### src/rtl/sio_rx_pkg.sv
package sio_rx_pkg;
  localparam int unsigned DATA_W   = 9;
  localparam int unsigned OSR_STD  = 16;
  localparam int unsigned CNT_W    = $clog2(OSR_STD);
  localparam int unsigned MIN_BITS = 5;

  typedef struct packed {
    logic [DATA_W-1:0] data;
    logic              fe;
    logic              pe;
    logic              ovr;
  } rx_char_t;

  typedef enum logic [2:0] {
    ST_IDLE,
    ST_START,
    ST_DATA,
    ST_PAR,
    ST_STOP
  } rx_state_e;
endpackage

### src/rtl/sio_rx_sync.sv
module sio_rx_sync #(
  parameter int unsigned STAGES = 2
) (
  input  logic clk_i,
  input  logic rst_ni,
  input  logic d_i,
  output logic q_o
);
  logic [STAGES-1:0] sync_q;

  generate
    if (STAGES == 1) begin : g_one
      always_ff @(posedge clk_i or negedge rst_ni)
        if (!rst_ni) sync_q <= '1;
        else         sync_q <= d_i;
    end else begin : g_chain
      always_ff @(posedge clk_i or negedge rst_ni)
        if (!rst_ni) sync_q <= '1;
        else         sync_q <= {sync_q[STAGES-2:0], d_i};
    end
  endgenerate

  assign q_o = sync_q[STAGES-1];
endmodule

### src/rtl/sio_rx_tick.sv
module sio_rx_tick #(
  parameter int unsigned DIV_W = 8
) (
  input  logic             clk_i,
  input  logic             rst_ni,
  input  logic             en_i,
  input  logic [DIV_W-1:0] div_i,
  output logic             tick_o
);
  logic [DIV_W-1:0] cnt_q;

  always_ff @(posedge clk_i or negedge rst_ni)
    if (!rst_ni)            cnt_q <= '0;
    else if (!en_i)         cnt_q <= '0;
    else if (cnt_q >= div_i) cnt_q <= '0;
    else                    cnt_q <= cnt_q + 1'b1;

  assign tick_o = en_i && (cnt_q >= div_i);

  // a non-zero divisor spaces ticks apart
  a_r3_tick_spacing: assert property (@(posedge clk_i) disable iff (!rst_ni)
    (tick_o && div_i != '0 && en_i) |=> !tick_o);
endmodule

### src/rtl/sio_rx_deser.sv
module sio_rx_deser
  import sio_rx_pkg::*;
(
  input  logic       clk_i,
  input  logic       rst_ni,
  input  logic       en_i,
  input  logic       tick_i,
  input  logic       rxd_i,
  input  logic       dbl_i,
  input  logic [3:0] char_bits_i,
  input  logic [1:0] par_mode_i,
  output logic       start_ok_o,
  output logic       done_o,
  output rx_char_t   char_o
);
  rx_state_e         state_q;
  logic [CNT_W-1:0]  cnt_q;
  logic [3:0]        bit_idx_q;
  logic [3:0]        nbits_q;
  logic [DATA_W-1:0] data_q;
  logic [1:0]        vote_q;
  logic              par_en_q, par_odd_q, par_bit_q, dbl_q;
  logic [3:0]        nbits_eff;
  logic [CNT_W-1:0]  osr_last, mid_hi;
  logic              maj, par_exp;

  assign nbits_eff = (char_bits_i < 4'(MIN_BITS)) ? 4'(MIN_BITS) :
                     (char_bits_i > 4'(DATA_W))   ? 4'(DATA_W)   : char_bits_i;
  assign osr_last  = dbl_q ? CNT_W'(7) : CNT_W'(15);
  // last of the three centre samples
  assign mid_hi    = dbl_q ? CNT_W'(5) : CNT_W'(9);
  assign maj       = (vote_q[1] & vote_q[0]) | (vote_q[1] & rxd_i) | (vote_q[0] & rxd_i);
  assign par_exp   = (^data_q) ^ par_odd_q;

  always_ff @(posedge clk_i or negedge rst_ni) begin
    if (!rst_ni) begin
      state_q    <= ST_IDLE;
      cnt_q      <= '0;
      bit_idx_q  <= '0;
      nbits_q    <= 4'(MIN_BITS);
      data_q     <= '0;
      vote_q     <= 2'b11;
      par_en_q   <= 1'b0;
      par_odd_q  <= 1'b0;
      par_bit_q  <= 1'b0;
      dbl_q      <= 1'b0;
      start_ok_o <= 1'b0;
      done_o     <= 1'b0;
      char_o     <= '0;
    end else begin
      start_ok_o <= 1'b0;
      done_o     <= 1'b0;
      if (!en_i) begin
        state_q <= ST_IDLE;
      end else if (tick_i) begin
        vote_q <= {vote_q[0], rxd_i};
        if (state_q == ST_IDLE) begin
          if (!rxd_i) begin
            state_q   <= ST_START;
            cnt_q     <= CNT_W'(1);
            data_q    <= '0;
            nbits_q   <= nbits_eff;
            par_en_q  <= par_mode_i[1];
            par_odd_q <= par_mode_i[0];
            dbl_q     <= dbl_i;
          end
        end else begin
          cnt_q <= (cnt_q == osr_last) ? '0 : cnt_q + 1'b1;
          if (cnt_q == mid_hi) begin
            case (state_q)
              ST_START: if (maj) state_q <= ST_IDLE;
                        else     start_ok_o <= 1'b1;
              ST_DATA:  data_q <= data_q | (DATA_W'(maj) << bit_idx_q);
              ST_PAR:   par_bit_q <= maj;
              ST_STOP: begin
                state_q     <= ST_IDLE;
                done_o      <= 1'b1;
                char_o.data <= data_q;
                char_o.fe   <= ~maj;
                char_o.pe   <= par_en_q && (par_bit_q != par_exp);
                char_o.ovr  <= 1'b0;
              end
              default: ;
            endcase
          end
          if (cnt_q == osr_last) begin
            case (state_q)
              ST_START: begin
                state_q   <= ST_DATA;
                bit_idx_q <= '0;
              end
              ST_DATA:
                if (bit_idx_q == nbits_q - 4'd1) state_q <= par_en_q ? ST_PAR : ST_STOP;
                else                             bit_idx_q <= bit_idx_q + 4'd1;
              ST_PAR:  state_q <= ST_STOP;
              default: ;
            endcase
          end
        end
      end
    end
  end

  // one completion pulse per frame
  a_r2_done_single: assert property (@(posedge clk_i) disable iff (!rst_ni)
    done_o |=> !done_o);
  // a high majority during the start bit returns to idle
  a_r4_start_reject: assert property (@(posedge clk_i) disable iff (!rst_ni)
    (en_i && tick_i && state_q == ST_START && cnt_q == mid_hi && maj) |=>
      (state_q == ST_IDLE && !start_ok_o));
endmodule

### src/rtl/sio_rx_fifo.sv
module sio_rx_fifo #(
  parameter int unsigned WIDTH = 12,
  parameter int unsigned DEPTH = 2
) (
  input  logic             clk_i,
  input  logic             rst_ni,
  input  logic             flush_i,
  input  logic             push_i,
  input  logic [WIDTH-1:0] wdata_i,
  input  logic             pop_i,
  output logic [WIDTH-1:0] rdata_o,
  output logic             empty_o,
  output logic             full_o
);
  localparam int unsigned PTR_W = (DEPTH > 1) ? $clog2(DEPTH) : 1;
  localparam int unsigned CNT_W = $clog2(DEPTH + 1);

  logic [WIDTH-1:0] mem_q [DEPTH];
  logic [PTR_W-1:0] wr_q, rd_q;
  logic [CNT_W-1:0] cnt_q;
  logic             do_push, do_pop;

  assign empty_o = (cnt_q == '0);
  assign full_o  = (cnt_q == CNT_W'(DEPTH));
  assign do_push = push_i && !full_o;
  assign do_pop  = pop_i && !empty_o;
  assign rdata_o = mem_q[rd_q];

  function automatic logic [PTR_W-1:0] nxt(input logic [PTR_W-1:0] p);
    return (p == PTR_W'(DEPTH - 1)) ? '0 : p + 1'b1;
  endfunction

  always_ff @(posedge clk_i or negedge rst_ni)
    if (!rst_ni) begin
      wr_q  <= '0;
      rd_q  <= '0;
      cnt_q <= '0;
    end else if (flush_i) begin
      wr_q  <= '0;
      rd_q  <= '0;
      cnt_q <= '0;
    end else begin
      if (do_push) wr_q <= nxt(wr_q);
      if (do_pop)  rd_q <= nxt(rd_q);
      case ({do_push, do_pop})
        2'b10:   cnt_q <= cnt_q + 1'b1;
        2'b01:   cnt_q <= cnt_q - 1'b1;
        default: ;
      endcase
    end

  always_ff @(posedge clk_i)
    if (do_push && !flush_i) mem_q[wr_q] <= wdata_i;

  // flush empties the buffer
  a_r10_flush_empties: assert property (@(posedge clk_i) disable iff (!rst_ni)
    flush_i |=> empty_o);
  // occupancy never exceeds the depth
  a_r7_cnt_bound: assert property (@(posedge clk_i) disable iff (!rst_ni)
    cnt_q <= CNT_W'(DEPTH));
endmodule

### src/rtl/sio_rx.sv
module sio_rx
  import sio_rx_pkg::*;
#(
  parameter int unsigned DIV_W  = 8,
  parameter int unsigned DEPTH  = 2,
  parameter int unsigned SYNC_N = 2
) (
  input  logic             clk_i,
  input  logic             rst_ni,
  input  logic             rx_i,
  input  logic             rx_en_i,
  input  logic             dbl_speed_i,
  input  logic [DIV_W-1:0] div_i,
  input  logic [3:0]       char_bits_i,
  input  logic [1:0]       par_mode_i,
  input  logic             mpc_en_i,
  input  logic             rx_irq_en_i,
  input  logic             rd_lo_i,
  output logic [7:0]       rdata_o,
  output logic             bit9_o,
  output logic             frame_err_o,
  output logic             parity_err_o,
  output logic             overrun_o,
  output logic             rx_done_o,
  output logic             irq_o
);
  localparam int unsigned CHAR_W = $bits(rx_char_t);

  logic     rxd, tick, start_ok, deser_done, accept;
  logic     fifo_push, fifo_empty, fifo_full;
  logic     pend_v_q;
  rx_char_t deser_char, pend_q, head;

  sio_rx_sync #(.STAGES(SYNC_N)) i_sync (
    .clk_i, .rst_ni, .d_i(rx_i), .q_o(rxd)
  );

  sio_rx_tick #(.DIV_W(DIV_W)) i_tick (
    .clk_i, .rst_ni, .en_i(rx_en_i), .div_i, .tick_o(tick)
  );

  sio_rx_deser i_deser (
    .clk_i, .rst_ni,
    .en_i       (rx_en_i),
    .tick_i     (tick),
    .rxd_i      (rxd),
    .dbl_i      (dbl_speed_i),
    .char_bits_i,
    .par_mode_i,
    .start_ok_o (start_ok),
    .done_o     (deser_done),
    .char_o     (deser_char)
  );

  // address filter: in multiprocessor mode only ninth-bit-set frames pass
  assign accept    = deser_done && !(mpc_en_i && !deser_char.data[DATA_W-1]);
  assign fifo_push = pend_v_q && !fifo_full;

  always_ff @(posedge clk_i or negedge rst_ni)
    if (!rst_ni) begin
      pend_v_q <= 1'b0;
      pend_q   <= '0;
    end else if (!rx_en_i) begin
      pend_v_q <= 1'b0;
    end else begin
      if (fifo_push) pend_v_q <= 1'b0;
      if (accept && (!pend_v_q || fifo_push)) begin
        pend_v_q <= 1'b1;
        pend_q   <= deser_char;
      end
      if (start_ok && pend_v_q && fifo_full && !fifo_push) pend_q.ovr <= 1'b1;
    end

  sio_rx_fifo #(.WIDTH(CHAR_W), .DEPTH(DEPTH)) i_fifo (
    .clk_i, .rst_ni,
    .flush_i (!rx_en_i),
    .push_i  (fifo_push),
    .wdata_i (pend_q),
    .pop_i   (rd_lo_i),
    .rdata_o (head),
    .empty_o (fifo_empty),
    .full_o  (fifo_full)
  );

  assign rdata_o      = head.data[7:0];
  assign bit9_o       = head.data[8];
  assign frame_err_o  = head.fe;
  assign parity_err_o = head.pe;
  assign overrun_o    = head.ovr;
  assign rx_done_o    = !fifo_empty;
  assign irq_o        = rx_done_o && rx_irq_en_i;

  // receive-complete only rises after a write into the buffer
  a_r11_done_rise: assert property (@(posedge clk_i) disable iff (!rst_ni)
    $rose(rx_done_o) |-> $past(fifo_push));
  // a filtered frame leaves the holding register untouched
  a_r9_mpc_drop: assert property (@(posedge clk_i) disable iff (!rst_ni)
    (rx_en_i && deser_done && mpc_en_i && !deser_char.data[8]) |=> $stable(pend_q));
  // overrun only marks a held character behind a full buffer
  a_r8_ovr_cause: assert property (@(posedge clk_i) disable iff (!rst_ni)
    $rose(pend_q.ovr) |-> $past(fifo_full && pend_v_q && start_ok));
endmodule

### config.mk
export PLATFORM = sky130hd
export DESIGN_NAME = sio_rx
export DESIGN_NICKNAME = d
export VERILOG_FILES = /design/src/rtl/sio_rx_pkg.sv /design/src/rtl/sio_rx_sync.sv /design/src/rtl/sio_rx_tick.sv /design/src/rtl/sio_rx_deser.sv /design/src/rtl/sio_rx_fifo.sv /design/src/rtl/sio_rx.sv
export SDC_FILE = /design/constraint.sdc
export NUM_CORES = 1
export LEC_CHECK = 0
export ABC_AREA = 1
export BUFFER_PORTS_ARGS = -buffer_cell sky130_fd_sc_hd__buf_2
export CAP_MARGIN = 30
export CORE_AREA = 4 4 114 116
export CTS_BUF_LIST = sky130_fd_sc_hd__clkbuf_8
export DETAILED_ROUTE_END_ITERATION = 16
export DIE_AREA = 0 0 118 120
export PLACE_DENSITY = 0.56
export SLEW_MARGIN = 40
export SYNTH_ARGS = -nofsm -noshare
export SYNTH_HDL_FRONTEND = slang
export SYNTH_HIERARCHICAL = 1
export SYNTH_SLANG_ARGS = --single-unit
### constraint.sdc
create_clock -name clk_i -period 2.4 [get_ports clk_i]
set_input_delay 0.12 -clock clk_i [delete_from_list [all_inputs] [get_ports clk_i]]
set_output_delay 0.12 -clock clk_i [all_outputs]
set_load 0.005 [all_outputs]
* Yosys cells after proc, flatten, opt, wreduce, memory -nomap -nowiden
Memories as Yosys holds them, arrays and structs flattened.
Index checks and enable logic that the tools add are counted.
** Word-level totals
- Bits in registers :: 70
- Bits in writable memories :: 24
- Input port bits :: 22
- Output and inout port bits :: 14
- Logic and storage cells :: 156
- Memories :: 1
** Operators by class
- Add/subtract/negate cells :: 8
- Magnitude comparators :: 3
- Equal/unequal tests :: 19
- Shift operators :: 1
- Mux-type cells :: 52
- Bitwise logic cells :: 10
- Reduce and logical (&&, ||, !) cells :: 37
** Memories
- i_fifo.mem_q :: depth 2, width 12, rd ports 1, clocked after Yosys merged registers in 0, write ports 1, line sio_rx_fifo.sv:18 : logic [WIDTH-1:0] mem_q [DEPTH];
** Operators with widths (number)
- $mux 9 :: 4
- $mux 4 :: 8
- $mux 3 :: 9
- $mux 1 :: 24
- $mux 8 :: 2
- $reduce_and 5->1 :: 3
- $logic_and 1x1->1 :: 13
- $eq 4x4->1 :: 3
- $or 9x9->9 :: 1
- $pmux 3 s3 :: 1
- $reduce_xor 9->1 :: 1
- $shl 1x4->9 :: 1
- $add 4x1->4 const B :: 2
- $add 8x1->8 const B :: 1
- $ge 8x8->1 :: 1
- $pmux 4 s2 :: 1
- $reduce_and 2->1 :: 4
- $reduce_bool 2->1 :: 4
- $eq 3x2->1 const B :: 2
- $logic_not 1->1 :: 6
- $ne 2x1->1 const B :: 3
- $ne 3x1->1 const B :: 2
- $pmux 3 s2 :: 1
- $reduce_and 6->1 :: 1
- other kinds (24) :: 32

* Logic depth before layout (Yosys ltp)
Gate-level depths: netlist of run 1.
- Depth after elaboration :: 12
- Mapped depth :: 20
- Depth with buffers taken out :: 20

* Cells and area by module
The synthesis of run 1 kept the hierarchy.
** Modules (own cells, without submodules)
- sio_rx_deser :: instances 1, cells each 290, area an instance 2322.2 um2
- sio_rx_fifo :: instances 1, cells each 99, area an instance 1117.3 um2
- sio_rx_tick :: instances 1, cells each 85, area an instance 629.4 um2
- sio_rx :: instances 1, cells each 67, area an instance 564.3 um2
- sio_rx_sync :: instances 1, cells each 2, area an instance 52.6 um2

* Worst setup path before layout of run 1
OpenSTA, ideal clock, no wires.
- Path type :: reg-to-reg
- Start point :: reg i_tick.cnt_q[5]
- End point :: reg i_deser.nbits_q[0]
- Setup time :: 0.084 ns
- Data arrival time :: 2.053 ns
- Required time :: 2.316 ns
- Path slack :: 0.262 ns
- Stages on the path, launching flop included :: 15
- Path buffers :: 0
- Cell sequence :: dfrtp_1 > ha_1 > nand2_1 > nor2_1 > nand4_1 > nand3_2 > nand2_1 > inv_1 > nand2_2 > nor2_2 > inv_1 > nor2_2 > inv_2 > a211oi_1 > a21oi_1
** Between the ends
- Longest elaborated chain between the ends :: 3
** RTL lines
- start, declared :: line sio_rx_tick.sv:10 : logic [DIV_W-1:0] cnt_q;
- start signal, assigned :: line sio_rx_tick.sv:16 : else cnt_q <= cnt_q + 1'b1;
- $ge 8x8->1 :: line sio_rx_tick.sv:18 : assign tick_o = en_i && (cnt_q >= div_i);
- $logic_and 1x1->1 :: line sio_rx_tick.sv:18
- net tick :: line sio_rx.sv:29 : logic rxd, tick, start_ok, deser_done, accept;
- $reduce_and 4->1 (no line)
- end signal, assigned :: line sio_rx_deser.sv:40 : nbits_q <= 4'(MIN_BITS);
- end signal, assigned :: line sio_rx_deser.sv:62 : nbits_q <= nbits_eff;
- end, declared :: line sio_rx_deser.sv:19 : logic [3:0] nbits_q;
The timed path passes the listed nets, and every way through them passes these cells.
A chain may end at the register's enable or synchronous reset.

* Worst setup path in the final report of run 1
- Start point :: reg i_tick.cnt_q[5]
- End point :: reg i_deser.data_q[7]
** Between the ends
- Longest elaborated chain between the ends :: 3
** RTL lines
- $ge 8x8->1 :: line sio_rx_tick.sv:18
- $logic_and 1x1->1 :: line sio_rx_tick.sv:18
- net tick :: line sio_rx.sv:29
- $reduce_and 5->1 (no line)
- end signal, assigned :: line sio_rx_deser.sv:73 : ST_DATA: data_q <= data_q | (DATA_W'(maj) << bit_idx_q);
- end, declared :: line sio_rx_deser.sv:20 : logic [DATA_W-1:0] data_q;
The timed path passes the listed nets, and every way through them passes these cells.

==> flow_summary.yaml, run 1 <==
worst_setup_path:
  worstSetupEndpointType: "flop"
  path_class: "flop to flop"
  reg2reg_depth: 15
  reg2reg_slack_ns: 0.21
  rr_startpoint: "i_tick/cnt_q[5]$_DFF_PN0_"
  crit_end: "i_deser/data_q[7]$_DFFE_PN0P_"
  cp_slowest_stage_delay_ns: 0.44
  setup.worst_path.start: "i_tick/cnt_q[5]$_DFF_PN0_"
  cp.arrival_ns: 2.45
  start_kind: "flop"
  cp_max_fo: 9
  critPathRequiredTime_ns: 2.66
  path_cells: "ha_1 -> a21oi_1 -> nor2_1 -> nor2_1 -> nand3_2 -> nand2_1 -> inv_1 -> nand2_4 -> nor2_4 -> nor2_2 -> inv_4 -> nand2_1 -> clkinv_2 -> nand3_1 -> a21oi_1"
  r2r_end: "i_deser/data_q[7]$_DFFE_PN0P_"
  cp_slowest_cell: "dfrtp_2"
yosys:
  synth_commonest_cells: "nand2_1, inv_1, dfrtp_1"
  synth_largest_area_cell: "dfrtp_1"
  syn_inst: 543
  ys_warn_count: 6
  ys_ff_latch: 94
  syn_avg_cell_area_um2: 8.629
  yosys.area.top_type_share_pct: 34.18
  yosysUniqueCellTypes: 42
  ys_seq_area_share_pct: 52.92
  yosys-top-cells-area: "dfrtp_1, edfxtp_1, nand2_1, inv_1, ha_1"
  syn_nets: 578
  async_flop_share_pct: 74.47
  synth_edf_count: 24
  yosysMostFrequentCell: "nand2_1"
  synth_ff_type: "dfrtp_1"
  netlist_area_um2: 4686
detailed_routing:
  first_pass_iters: 4
  antenna_left: 0
  drt-initial-drc-count: 132
  routed_wl_um: 8565
  drc: 0
  vias_per_cell: 4.701
  wl_per_cell_um: 11.45
  dr_total_vias: 3516
cells_and_area:
  fillCellCount: 1183
  final_util_pct: 44.99
  nets: 631
  syn2layout_area_growth_pct: 14.37
  insertedDiodeCount: 0
  post-route-cell-area_um2: 5359
  final_layout_size_suffix_gt1_share_pct: 17.97
global_routing:
  antenna_found_initial: 0
  grt_pass1_wl_um: 14870
  grt_max_degree: 33
  grtUsageTotal_pct: 12.63
  gr-total-overflow: 0
  grt_pass1_vias: 3301
cts:
  numCtsBuffers: 9
  ctsLongestPathBuffers: 2
  cts_tree: "yes"
  clk_pin_slew_ns: 0.09
  clockRootBuffer: "clkbuf_8"
  clock_sink_count: 94
  clock_latency_ns: 0.37
  h-tree-depth: 3
power:
  p_total_uw: 3100
  netSwitchingPower_uw: 796.4
  swShare_pct: 25.70
  ir_drop_mv: 0.3049
  clkPwrFrac_pct: 34.6
  seqPwrFrac_pct: 55.5
  internal_power_uw: 2303
  p_leak_uw: 0.002746
  powerDensity_nw_per_um2: 578.4
  p_comb_share_pct: 9.9
timing:
  slew_viol_final: 0
  layout_min_cycle_time_ns: 2.190
  hold_viol: 0
  timing.final.crit_share_pct: 91.26
  setup_violations: 0
  max_freq_ghz: 0.4566
  clock_skew_ns: 0.008733
  timing.final.ws_setup_ns: 0.2098
run_status:
  status: "finished clean"
floorplan:
  fp.dieW_um: 118
  dieHeight_um: 120
  core_area_um2: 11910
  start_util_pct: 39.34
  rows: 40
  ioPinCount: 36
  design.die.area_um2: 14160
min_path:
  hp-class: "input pin to flop"
placed_design:
  gp_congestion: 0.8455
  io_buffers: 35
  detailed_place.area_um2: 5070
  dp_hpwl_um: 6443
  dp_slack_ns: 0.1165
flow_run:
  drv_cap: 0
==> layout by cell type (no fill, tap or decap), drive strengths merged, types with 2 or more instances in the layout <==
cell type and n:
dlygate4sd3 5, inv 81, nand2 176, nand3 30, edfxtp 24, o22ai 2, clkinv 2, and2 2
ha 13, dfstp 6, o21ai 28, nor3 8, buf 45, xor2 3, nand3b 3, a21oi 22
nand4 15, dfrtp 64, xnor2 7, clkbuf 9, o21bai 4, nor2 43, clkinvlp 2
==> critical path, delay by kind of cell (launching register included) <==
family	cells	cell delay, ns
AOI/OAI and AO/OA	2	0.20
adders and majority gates	1	0.30
buffers and inverters	3	0.26
DFF	1	0.44
and+or+nand+nor	9	0.88
==> power groups by stage <==
stage,Combinational [uW],Sequential [uW],Clock (uW)
global route,353,1730,1170
finish,307,1720,1070
floorplan,200,1740,0
detailed placement,306,1750,0
CTS,312,1720,1120
global placement,300,1750,0
==> kinds of logic (layout without fill, tap and decap cells) <==
kind of cell	count (synthesis)	in the layout	synth area share, %
and+or+nand+nor	279	279	26.52
AOI/OAI and AO/OA	59	59	7.450
DFF	94	94	52.92
adders and majority gates	13	13	3.471
other	1	1	0.08003
xor gates and xnor gates	10	10	1.869
buffers and inverters	87	145	7.690
==> sequential cells by signal, summed over array words and instances (netlist names), 3 cells and up <==
register           flops
i_deser/cnt_q          4
i_deser/state_q        3
i_deser/nbits_q        4
i_deser/bit_idx_q      4
i_fifo/mem_q          24
pend_q                12
i_deser/char_o        11
i_tick/cnt_q           8
i_deser/data_q         9
==> repair_timing <==
action | in CTS | in global routing
hold endpoints to repair | 28 | 0
endpoints found under the setup margin | 0 | 17
hold buffers | 5 | 0
gates resized for setup | 0 | 4
buffers inserted | 0 | 2
==> metal layers <==
metal	GRT usage [%]	routed length [um]	vias to the layer above
met2	21.13	4062	43
met4	4.029	102	0
met5	0	0	-
met3	3.205	271	11
li1	-	-	1839
met1	16.11	4128	1623
==> how the worst min path moves through the flow <==
| stage | slack, ns | to | from | depth (start not counted) |
|---|---|---|---|---|
| floorplan | -0.18 | i_deser/bit_idx_q[0]$_DFFE_PN0P_ | rst_ni | 0 |
| global placement | 0.22 | i_sync/sync_q[0]$_DFF_PN1_ | rx_i | 1 |
| detailed placement | 0.23 | i_sync/sync_q[0]$_DFF_PN1_ | rx_i | 1 |
| CTS | 0.007 | i_deser/nbits_q[0]$_DFFE_PN1P_ | char_bits_i[0] | 3 |
| global route | 0.03 | i_deser/nbits_q[0]$_DFFE_PN1P_ | char_bits_i[0] | 3 |
| finish | 0.03 | i_deser/nbits_q[0]$_DFFE_PN1P_ | char_bits_i[0] | 3 |
==> through the flow <==
step | setup TNS [ns] | std cells | hold WS (ns)
final | 0 | 748 | 0.02665
after global placement | 0 | 725 | 0.2245
after floorplan | 0 | 543 | -0.1756
after global routing | -0.0002351 | 748 | 0.02836
after detailed placement | 0 | 725 | 0.2265
after CTS | 0 | 746 | 0.007124
==> final cells by class <==
type	instances	area, um^2	area share, %
inverter	79	300.3	5.604
multi-input combinational	362	1861	34.72
sequential	94	2481	46.30
clock inverter	7	81.33	1.518
timing repair buffer	50	327.8	6.117
tap	147	183.9	3.432
clock buffer	9	123.9	2.311
Note: power is estimated with default switching activity, not from simulation.
==> run 2, diff against run 1 <==
--- a/config.mk
+++ b/config.mk
@@ -12,7 +12,7 @@
 export CTS_BUF_LIST = sky130_fd_sc_hd__clkbuf_8
 export DETAILED_ROUTE_END_ITERATION = 16
 export DIE_AREA = 0 0 118 120
-export PLACE_DENSITY = 0.56
+export PLACE_DENSITY = 0.53
 export SLEW_MARGIN = 40
 export SYNTH_ARGS = -nofsm -noshare
 export SYNTH_HDL_FRONTEND = slang
==> run 2 against run 1 <==
Against the previous run:
- maximum frequency increased by 0.96%
- worst hold slack better by 0.017 ns
- total power shrank 1.5%
- clock power down 5%
- clock skew grew 0.0030 ns
- count of clock-buffer cells in the layout stayed put
- routed wire length is 1.6% higher
- via count fell by 1.1%
- final area increased by 0.21%
- final cell count increased by 0.13%
- non-clock buffer count did not move
- core utilization rose by 0.095 points
==> flow_summary.yaml, run 2 (synthesis gave the netlist of run 1 again) <==
cells_and_area:
  largest_reg_flops: 24
  regMostFlops: "i_fifo/mem_q"
  multi_input_area_um2: 1887
  insertedDiodeCount: 0
  nets: 632
  layout_common_cells: "nand2_1, inv_1, dfrtp_1"
  final_util_pct: 45.08
  syn2layout_area_growth_pct: 14.61
  top_regs: "i_fifo/mem_q: 24 flops, pend_q: 12 flops, i_deser/char_o: 11 flops"
  final_layout_size_suffix_gt1_share_pct: 18.27
  fillCellCount: 1167
  post-route-cell-area_um2: 5370
  regArea_um2: 2480
  layout_commonest_cell: "nand2_1"
detailed_routing:
  drt-initial-drc-count: 157
  first_pass_iters: 4
  vias_per_cell: 4.645
  wl_per_cell_um: 11.62
  routed_wl_um: 8704
  drc: 0
  dr_total_vias: 3479
  antenna_left: 0
global_routing:
  grt_pass1_wl_um: 15210
  antenna_found_initial: 0
  grtUsageTotal_pct: 13.05
  gr-total-overflow: 0
  grt_pass1_vias: 3358
  grt_max_degree: 28
timing:
  layout_min_cycle_time_ns: 2.169
  hold_viol: 0
  setup_violations: 0
  slew_viol_final: 0
  clock_skew_ns: 0.01172
  max_freq_ghz: 0.4610
  timing.final.ws_setup_ns: 0.2306
  whs_ns: 0.04384
  fin_tns_setup_ns: 0
  relSlewSlack_pct: 59.07
  timing.final.crit_share_pct: 90.39
  tightest_slew_ns: 0.6139
cts:
  cts_tree: "yes"
  clock_latency_ns: 0.36
  h-tree-depth: 3
  clk_pin_slew_ns: 0.08
  clockRootBuffer: "clkbuf_8"
  ctsLongestPathBuffers: 2
  clock_sink_count: 94
  numCtsBuffers: 9
power:
  powerDensity_nw_per_um2: 568.4
  ir_drop_mv: 0.2969
  p_leak_uw: 0.002738
placed_design:
  dp_slack_ns: 0.1038
  dp_hpwl_um: 6495
  io_buffers: 35
  detailed_place.area_um2: 5057
  gp_congestion: 0.8176
floorplan:
  design.die.area_um2: 14160
  dieHeight_um: 120
  rows: 40
  ioPinCount: 36
  fp.dieW_um: 118
  core_area_um2: 11910
  start_util_pct: 39.34
worst_setup_path:
  path_class: "flop to flop"
  start_kind: "flop"
  worstSetupEndpointType: "flop"
  critPathRequiredTime_ns: 2.69
  cp.arrival_ns: 2.46
  cp_max_fo: 8
flow_run:
  drv_cap: 0
min_path:
  hp-class: "input pin to flop"
run_status:
  status: "finished clean"
==> run 2: changes by cell type in the layout (fill, tap and decap cells not counted), sizes merged <==
cell,previous run,this run
clkinv,2,3
buf,45,44
dlygate4sd3,5,6
==> run 2: critical path: stages, from the launching register on <==
cell	delay (ns)
dfrtp_1	0.41
ha_1	0.30
nand2_1	0.06
nor2_2	0.13
nand4_1	0.13
nand3_2	0.10
nand2_1	0.06
inv_2	0.09
nand2_4	0.11
nor2_4	0.16
nor2_2	0.06
inv_4	0.10
nand2_4	0.08
clkinvlp_4	0.10
nand3_1	0.06
a21oi_1	0.14
==> run 2: final timing paths <==
kind	startpoint	endpoint	slack, ns	depth (start not counted)
max	i_tick/cnt_q[5]$_DFF_PN0_	i_deser/data_q[4]$_DFFE_PN0P_	0.23	15
min	char_bits_i[3]	i_deser/nbits_q[3]$_DFFE_PN0P_	0.04	3
max reg2reg	i_tick/cnt_q[5]$_DFF_PN0_	i_deser/data_q[4]$_DFFE_PN0P_	0.23	15
min reg2reg	i_sync/sync_q[0]$_DFF_PN1_	i_sync/sync_q[1]$_DFF_PN1_	0.36	0
max in group asynchronous	rst_ni	i_deser/char_o[6]$_DFFE_PN0P_	1.35	3
min in group asynchronous	rst_ni	i_deser/nbits_q[3]$_DFFE_PN0P_	0.30	2
==> run 2: routing by layer <==
metal | vias up | global-route usage, % | routed length (um) | share of wire (%)
met5 | - | 0 | 0 | 0
li1 | 1845 | - | - | -
met4 | 0 | 3.297 | 82 | 0.94
met3 | 9 | 3.911 | 344 | 4.0
met1 | 1565 | 16.92 | 4162 | 48
met2 | 60 | 21.45 | 4115 | 47
==> run 2: area by class of cell <==
cell class,count,area share (%)
Timing Repair inverter,1,0.1398
Multi-Input combinational cell,362,35.14
Tap cell,147,3.425
Clock buffer,9,2.307
Timing Repair Buffer,50,5.871
Sequential cell,94,46.18
Clock inverter,7,1.328
Inverter,79,5.615
==> run 2: what timing repair did <==
action	4_1_cts	5_1_grt
setup buffers	0	1
endpoints found under the setup margin	0	28
hold endpoints to repair	24	0
hold buffers	6	0
gates resized for setup	0	10
==> run 2: through the flow <==
stage / total power, uW / cells
6_report: 3052 / 749
2_1_floorplan: 1943 / 543
5_1_grt: 3226 / 749
4_1_cts: 3114 / 747
3_3_place_gp: 2052 / 725
3_5_place_dp: 2058 / 725
==> run 2: power by group <==
group | switching, uW | leakage, uW | internal [uW]
Sequential | 40.1 | 0.00108 | 1680
Combinational | 183 | 0.00156 | 123
Clock | 541 | 0.0000953 | 483
Total | 764 | 0.00274 | 2290
